$ cat config.mk
export PLATFORM = sky130hd
export DESIGN_NAME = pm_timer
export DESIGN_NICKNAME = d
export VERILOG_FILES = /design/src/rtl/pmt_pkg.sv /design/src/rtl/tmr_prescaler.sv /design/src/rtl/tmr_counter.sv /design/src/rtl/tmr_postscaler.sv /design/src/rtl/pm_timer.sv
export SDC_FILE = /design/constraint.sdc
export NUM_CORES = 1
export LEC_CHECK = 0
export ABC_AREA = 1
export ABC_CLOCK_PERIOD_IN_PS = 1500
export BUFFER_PORTS_ARGS = -buffer_cell sky130_fd_sc_hd__buf_2
export CAP_MARGIN = 20
export CORE_MARGIN = 3
export CORE_UTILIZATION = 42
export CTS_CLUSTER_SIZE = 10
export DETAILED_ROUTE_END_ITERATION = 10
export PLACE_DENSITY = 0.68
export SYNTH_ARGS = -nofsm -noshare
export SYNTH_HDL_FRONTEND = slang
export SYNTH_SLANG_ARGS = --single-unit
$ cat constraint.sdc
create_clock -name clk -period 1.5 [get_ports clk]
set_input_delay 0.3 -clock clk [delete_from_list [all_inputs] [get_ports clk]]
set_output_delay 0.3 -clock clk [all_outputs]
set_load 0.02 [all_outputs]
$ cat src/rtl/pmt_pkg.sv
package pmt_pkg;

  typedef enum logic [1:0] {
    PRE_DIV1  = 2'd0,
    PRE_DIV4  = 2'd1,
    PRE_DIV16 = 2'd2,
    PRE_DIV16B = 2'd3
  } pre_sel_e;

  localparam int unsigned PRE_CNT_W = 4;

  // terminal value of the prescaler counter for a given selection
  function automatic logic [PRE_CNT_W-1:0] pre_last(input logic [1:0] sel);
    case (sel)
      PRE_DIV1: pre_last = PRE_CNT_W'(0);
      PRE_DIV4: pre_last = PRE_CNT_W'(3);
      default:  pre_last = PRE_CNT_W'(15);
    endcase
  endfunction

endpackage

$ cat src/rtl/tmr_prescaler.sv
module tmr_prescaler
  import pmt_pkg::*;
(
  input  logic       clk,
  input  logic       rst,
  input  logic       run,
  input  logic       cyc_en,
  input  logic       clr,
  input  logic [1:0] sel,
  output logic       tick
);
  logic [PRE_CNT_W-1:0] pre_q;
  logic [PRE_CNT_W-1:0] last;

  assign last = pre_last(sel);
  // >= keeps the divider safe when sel shrinks mid-count
  assign tick = run & cyc_en & ~clr & (pre_q >= last);

  always_ff @(posedge clk) begin
    if (rst || clr || !run) begin
      pre_q <= '0;
    end else if (cyc_en) begin
      pre_q <= tick ? '0 : pre_q + 1'b1;
    end
  end

endmodule

$ cat src/rtl/tmr_counter.sv
module tmr_counter #(
  parameter int unsigned CNT_W = 8
) (
  input  logic             clk,
  input  logic             rst,
  input  logic             tick,
  input  logic             ld,
  input  logic [CNT_W-1:0] ld_val,
  input  logic             per_wr,
  input  logic [CNT_W-1:0] per_val,
  output logic [CNT_W-1:0] cnt_q,
  output logic             match_ev,
  output logic             match_q
);
  logic [CNT_W-1:0] per_q;

  assign match_ev = tick & (cnt_q == per_q);

  always_ff @(posedge clk) begin
    if (rst) begin
      per_q <= '1;
    end else if (per_wr) begin
      per_q <= per_val;
    end
  end

  always_ff @(posedge clk) begin
    if (rst) begin
      cnt_q   <= '0;
      match_q <= 1'b0;
    end else begin
      match_q <= match_ev & ~ld;
      if (ld) begin
        cnt_q <= ld_val;
      end else if (tick) begin
        cnt_q <= match_ev ? '0 : cnt_q + 1'b1;
      end
    end
  end

  AST_MATCH_ZERO: assert property (@(posedge clk) disable iff (rst)
    match_q |-> (cnt_q == '0));

  AST_HOLD_NO_TICK: assert property (@(posedge clk) disable iff (rst)
    (!tick && !ld) |=> $stable(cnt_q));

endmodule

$ cat src/rtl/tmr_postscaler.sv
module tmr_postscaler #(
  parameter int unsigned POST_W = 4
) (
  input  logic              clk,
  input  logic              rst,
  input  logic              clr,
  input  logic              match_ev,
  input  logic [POST_W-1:0] ratio_sel,
  input  logic              flag_clr,
  output logic              flag
);
  logic [POST_W-1:0] post_q;
  logic              term;

  assign term = match_ev & (post_q >= ratio_sel);

  always_ff @(posedge clk) begin
    if (rst || clr) begin
      post_q <= '0;
    end else if (match_ev) begin
      post_q <= term ? '0 : post_q + 1'b1;
    end
  end

  always_ff @(posedge clk) begin
    if (rst) begin
      flag <= 1'b0;
    end else if (term) begin
      flag <= 1'b1;
    end else if (flag_clr) begin
      flag <= 1'b0;
    end
  end

  AST_FLAG_STICKY: assert property (@(posedge clk) disable iff (rst)
    (flag && !flag_clr) |=> flag);

  AST_FLAG_CLEARS: assert property (@(posedge clk) disable iff (rst)
    (flag_clr && !match_ev) |=> !flag);

endmodule

$ cat src/rtl/pm_timer.sv
module pm_timer #(
  parameter int unsigned CNT_W  = 8,
  parameter int unsigned POST_W = 4
) (
  input  logic              clk,
  input  logic              rst,
  input  logic              cyc_en,
  input  logic              run,
  input  logic [1:0]        pre_sel,
  input  logic [POST_W-1:0] post_sel,
  input  logic              per_wr,
  input  logic [CNT_W-1:0]  per_wdata,
  input  logic              cnt_wr,
  input  logic [CNT_W-1:0]  cnt_wdata,
  input  logic              flag_clr,
  output logic [CNT_W-1:0]  count,
  output logic              match_pulse,
  output logic              irq_flag
);
  logic tick;
  logic match_ev;
  logic scal_clr;

  assign scal_clr = cnt_wr | ~run;

  tmr_prescaler u_pre (
    .clk    (clk),
    .rst    (rst),
    .run    (run),
    .cyc_en (cyc_en),
    .clr    (cnt_wr),
    .sel    (pre_sel),
    .tick   (tick)
  );

  tmr_counter #(.CNT_W(CNT_W)) u_cnt (
    .clk      (clk),
    .rst      (rst),
    .tick     (tick),
    .ld       (cnt_wr),
    .ld_val   (cnt_wdata),
    .per_wr   (per_wr),
    .per_val  (per_wdata),
    .cnt_q    (count),
    .match_ev (match_ev),
    .match_q  (match_pulse)
  );

  tmr_postscaler #(.POST_W(POST_W)) u_post (
    .clk       (clk),
    .rst       (rst),
    .clr       (scal_clr),
    .match_ev  (match_ev),
    .ratio_sel (post_sel),
    .flag_clr  (flag_clr),
    .flag      (irq_flag)
  );

  AST_IDLE_NO_MATCH: assert property (@(posedge clk) disable iff (rst)
    !run |=> !match_pulse);

  AST_FLAG_FROM_MATCH: assert property (@(posedge clk) disable iff (rst)
    $rose(irq_flag) |-> match_pulse);

endmodule

==> flow_metrics.tcl <==
set metrics [dict create \
    status "completed" \
    final_cell_area_mm2 0.00224 \
    vias_per_cell 4.64 \
    arrival_ps 1640 \
    grt.total_usage_pct 17.3 \
    max-slew-margin-rel_pct 76.5 \
    ir_drop_mv 0.590 \
    io_buffers 38 \
    crit_type "reg2reg" \
    routed_wl_mm 3.81 \
    startpoint "u_pre.pre_q[3]" \
    drtAntennaViolNets 0 \
    fin_nets 350 \
    grt_pass1_wl_mm 6.30 \
    worstMarginPinSlew_ps 352 \
    postLayoutCoreUtil_pct 63.6 \
    post-route-min-period_ps 1470 \
    first_pass_iters 4 \
    rsz0062_at_grt "true" \
    path_cells "ha_4, nand2_2, inv_2, nand3_2, nand3_2, nand2_4, buf_6, nand3_1, nand2_1, nor2_1, nor2_1" \
    finalPower_mw 1.47 \
    drc 0 \
    worstPathMaxFanout 5 \
    yosysWarnings 0 \
    num_io_pins 39 \
    numCtsBuffers 3 \
    place_ws_ps -303 \
    timing.fmax_mhz 680 \
    layout_commonest_cell "nand2_1" \
    cts.path.max_buffers 2 \
    drive_gt1_share_pct 35.3 \
    num_vias 1648 \
    synth_area_mm2 0.00163 \
    placed_area_mm2 0.00197 \
    grt_antenna_before_repair 0 \
    cts.sinks 26 \
    fill_cells 346 \
    synth_nets 293 \
    fin_ws_ps 28.6 \
    multiInputGateArea_mm2 0.00107 \
    worstPathRequired_ps 1670 \
    syn_avg_cell_area_um2 6.43 \
    first_iter_violations 96 \
    cp-end-kind "flop" \
    crit_slowest_cell "dfxtp_2" \
    slowest_delay_ps 340 \
    finClkSkew_ps 4.04 \
    finalCritPeriodShare_pct 98.1 \
    grt_max_degree 19 \
    gp_congestion 0.810 \
    startpoint_type "flop" \
    grt_pass1_vias 1463 \
    die_height_um 68.3 \
    hpwl_mm 2.78 \
    hold_viol 0 \
    p_leak_nw 1.19 \
    final_cell_mix "nand2_1, buf_2, inv_1" \
    min_from "per_wdata[7]" \
    cts_hold_buf 0 \
    core_area_mm2 0.00352 \
    synth_cell_types 25 \
    antenna_cells 0 \
    initial_core_util_pct 46.2 \
    cts_tree "built" \
    postSynthCellCount 253 \
    syn2layout_area_growth_pct 37.5 \
    clk_pin_slew_ps 90 \
    cap_violations 0 \
    r2r-start "u_pre.pre_q[3]" \
    synth_seq_cells 26 \
    final_max_slew_viol_count 0 \
    insertion_delay_ps 270 \
    cts-root-buf "clkbuf_8" \
    gr-total-overflow 0 \
    row_count 21 \
    power_density_mw_per_mm2 656 \
    min_path_type "in2reg" \
    routedWlPerCell_um 10.7 \
    setup_viol 0 \
    seq_area_um2 533 \
    fin_cells 355 \
    die_area_mm2 0.00466 \
    dieWidth_um 68.3 \
    htreeDepth 1 \
    seq_area_frac_synth_pct 32.0 \
    dp_cells 347 \
]
==> worst paths after layout <==
kind / endpoint / slack, ps / depth (start not counted)
setup / recovery: u_cnt.cnt_q[0] / 30 / 11
hold / removal: u_cnt.per_q[7] / 230 / 3
setup reg to reg: u_cnt.cnt_q[0] / 30 / 11
hold reg to reg: u_post.flag / 470 / 2
==> state kept, by name, indices dropped and copies added (netlist names) <==
signal,flops
u_cnt.per_q,8
u_post.flag,1
u_cnt.cnt_q,8
u_pre.pre_q,4
u_post.post_q,4
u_cnt.match_q,1
==> critical path: cells and delay by family (launching register included) <==
kind / cells / cell delay [ps]
and+or+nand+nor: 8 / 530
DFF: 1 / 340
adders and majority gates: 1 / 270
buffers and inverters: 2 / 220
==> area by class of cell <==
class | instances | share of cell area [%]
multi-input combinational | 179 | 48.0
timing repair buffer | 58 | 15.7
sequential | 26 | 23.8
timing repair inverter | 1 | 0.335
inverter | 41 | 7.10
clock buffer | 4 | 2.46
tap | 46 | 2.57
==> routing by layer <==
| metal | routed length [µm] | vias up | share of wire (%) | global-route usage [%] |
|---|---|---|---|---|
| met4 | 8 | 0 | 0.21 | 2.23 |
| li1 | - | 907 | - | - |
| met1 | 1980 | 713 | 52 | 25.1 |
| met5 | 0 | - | 0 | 0 |
| met3 | 157 | 2 | 4.1 | 3.61 |
| met2 | 1660 | 26 | 44 | 26.8 |
==> cells in the mapped netlist <==
cell,count,area (µm²)
nor3_1,5,25.0
dfxtp_1,26,521
o21ai_1,1,5.00
and2_1,1,6.26
ha_1,11,138
nand3_1,20,100
nand4_1,4,25.0
a21oi_1,15,75.1
clkbuf_1,4,15.0
and3_1,1,6.26
inv_1,37,139
nor2_2,1,6.26
nor2_8,1,20.0
o211ai_1,1,7.51
o21ai_0,8,40.0
xnor2_1,1,8.76
nand2_1,64,240
nor2_1,34,128
xor2_1,6,52.6
nor4_1,1,6.26
nor3_2,1,10.0
nand2_2,3,18.8
buf_4,2,15.0
buf_2,1,5.00
inv_2,4,15.0
==> where the power goes <==
| group | internal (mW) | switching, mW |
|---|---|---|
| registers | 0.718 | 0.0263 |
| logic | 0.112 | 0.151 |
| clock network | 0.235 | 0.226 |
==> per-stage QoR <==
stage	hold WS [ps]	TNS (ps)
floorplan	422	0
global placement	460	-3760
detailed placement	461	-4040
CTS	228	0
global route	228	-1280
finish	232	0
==> cells by family (layout without fill, tap and decap cells) <==
kind of cell / Yosys count / in the layout / share of synthesized area, %
AO/OA/AOI/OAI: 25 / 25 / 7.84
XOR/XNOR: 7 / 7 / 3.77
buffers and inverters: 48 / 104 / 11.6
AND/OR/NAND/NOR: 136 / 136 / 36.4
adder cells (fa/ha/maj): 11 / 11 / 8.45
flip-flops: 26 / 26 / 32.0
==> what timing repair did <==
item	in CTS	in global routing
resized for setup	12	37
setup endpoints to repair	14	17
pin swaps	0	15
gates cloned	2	0
buffers inserted	0	2
No activity file was read; power rests on OpenSTA's default activity.
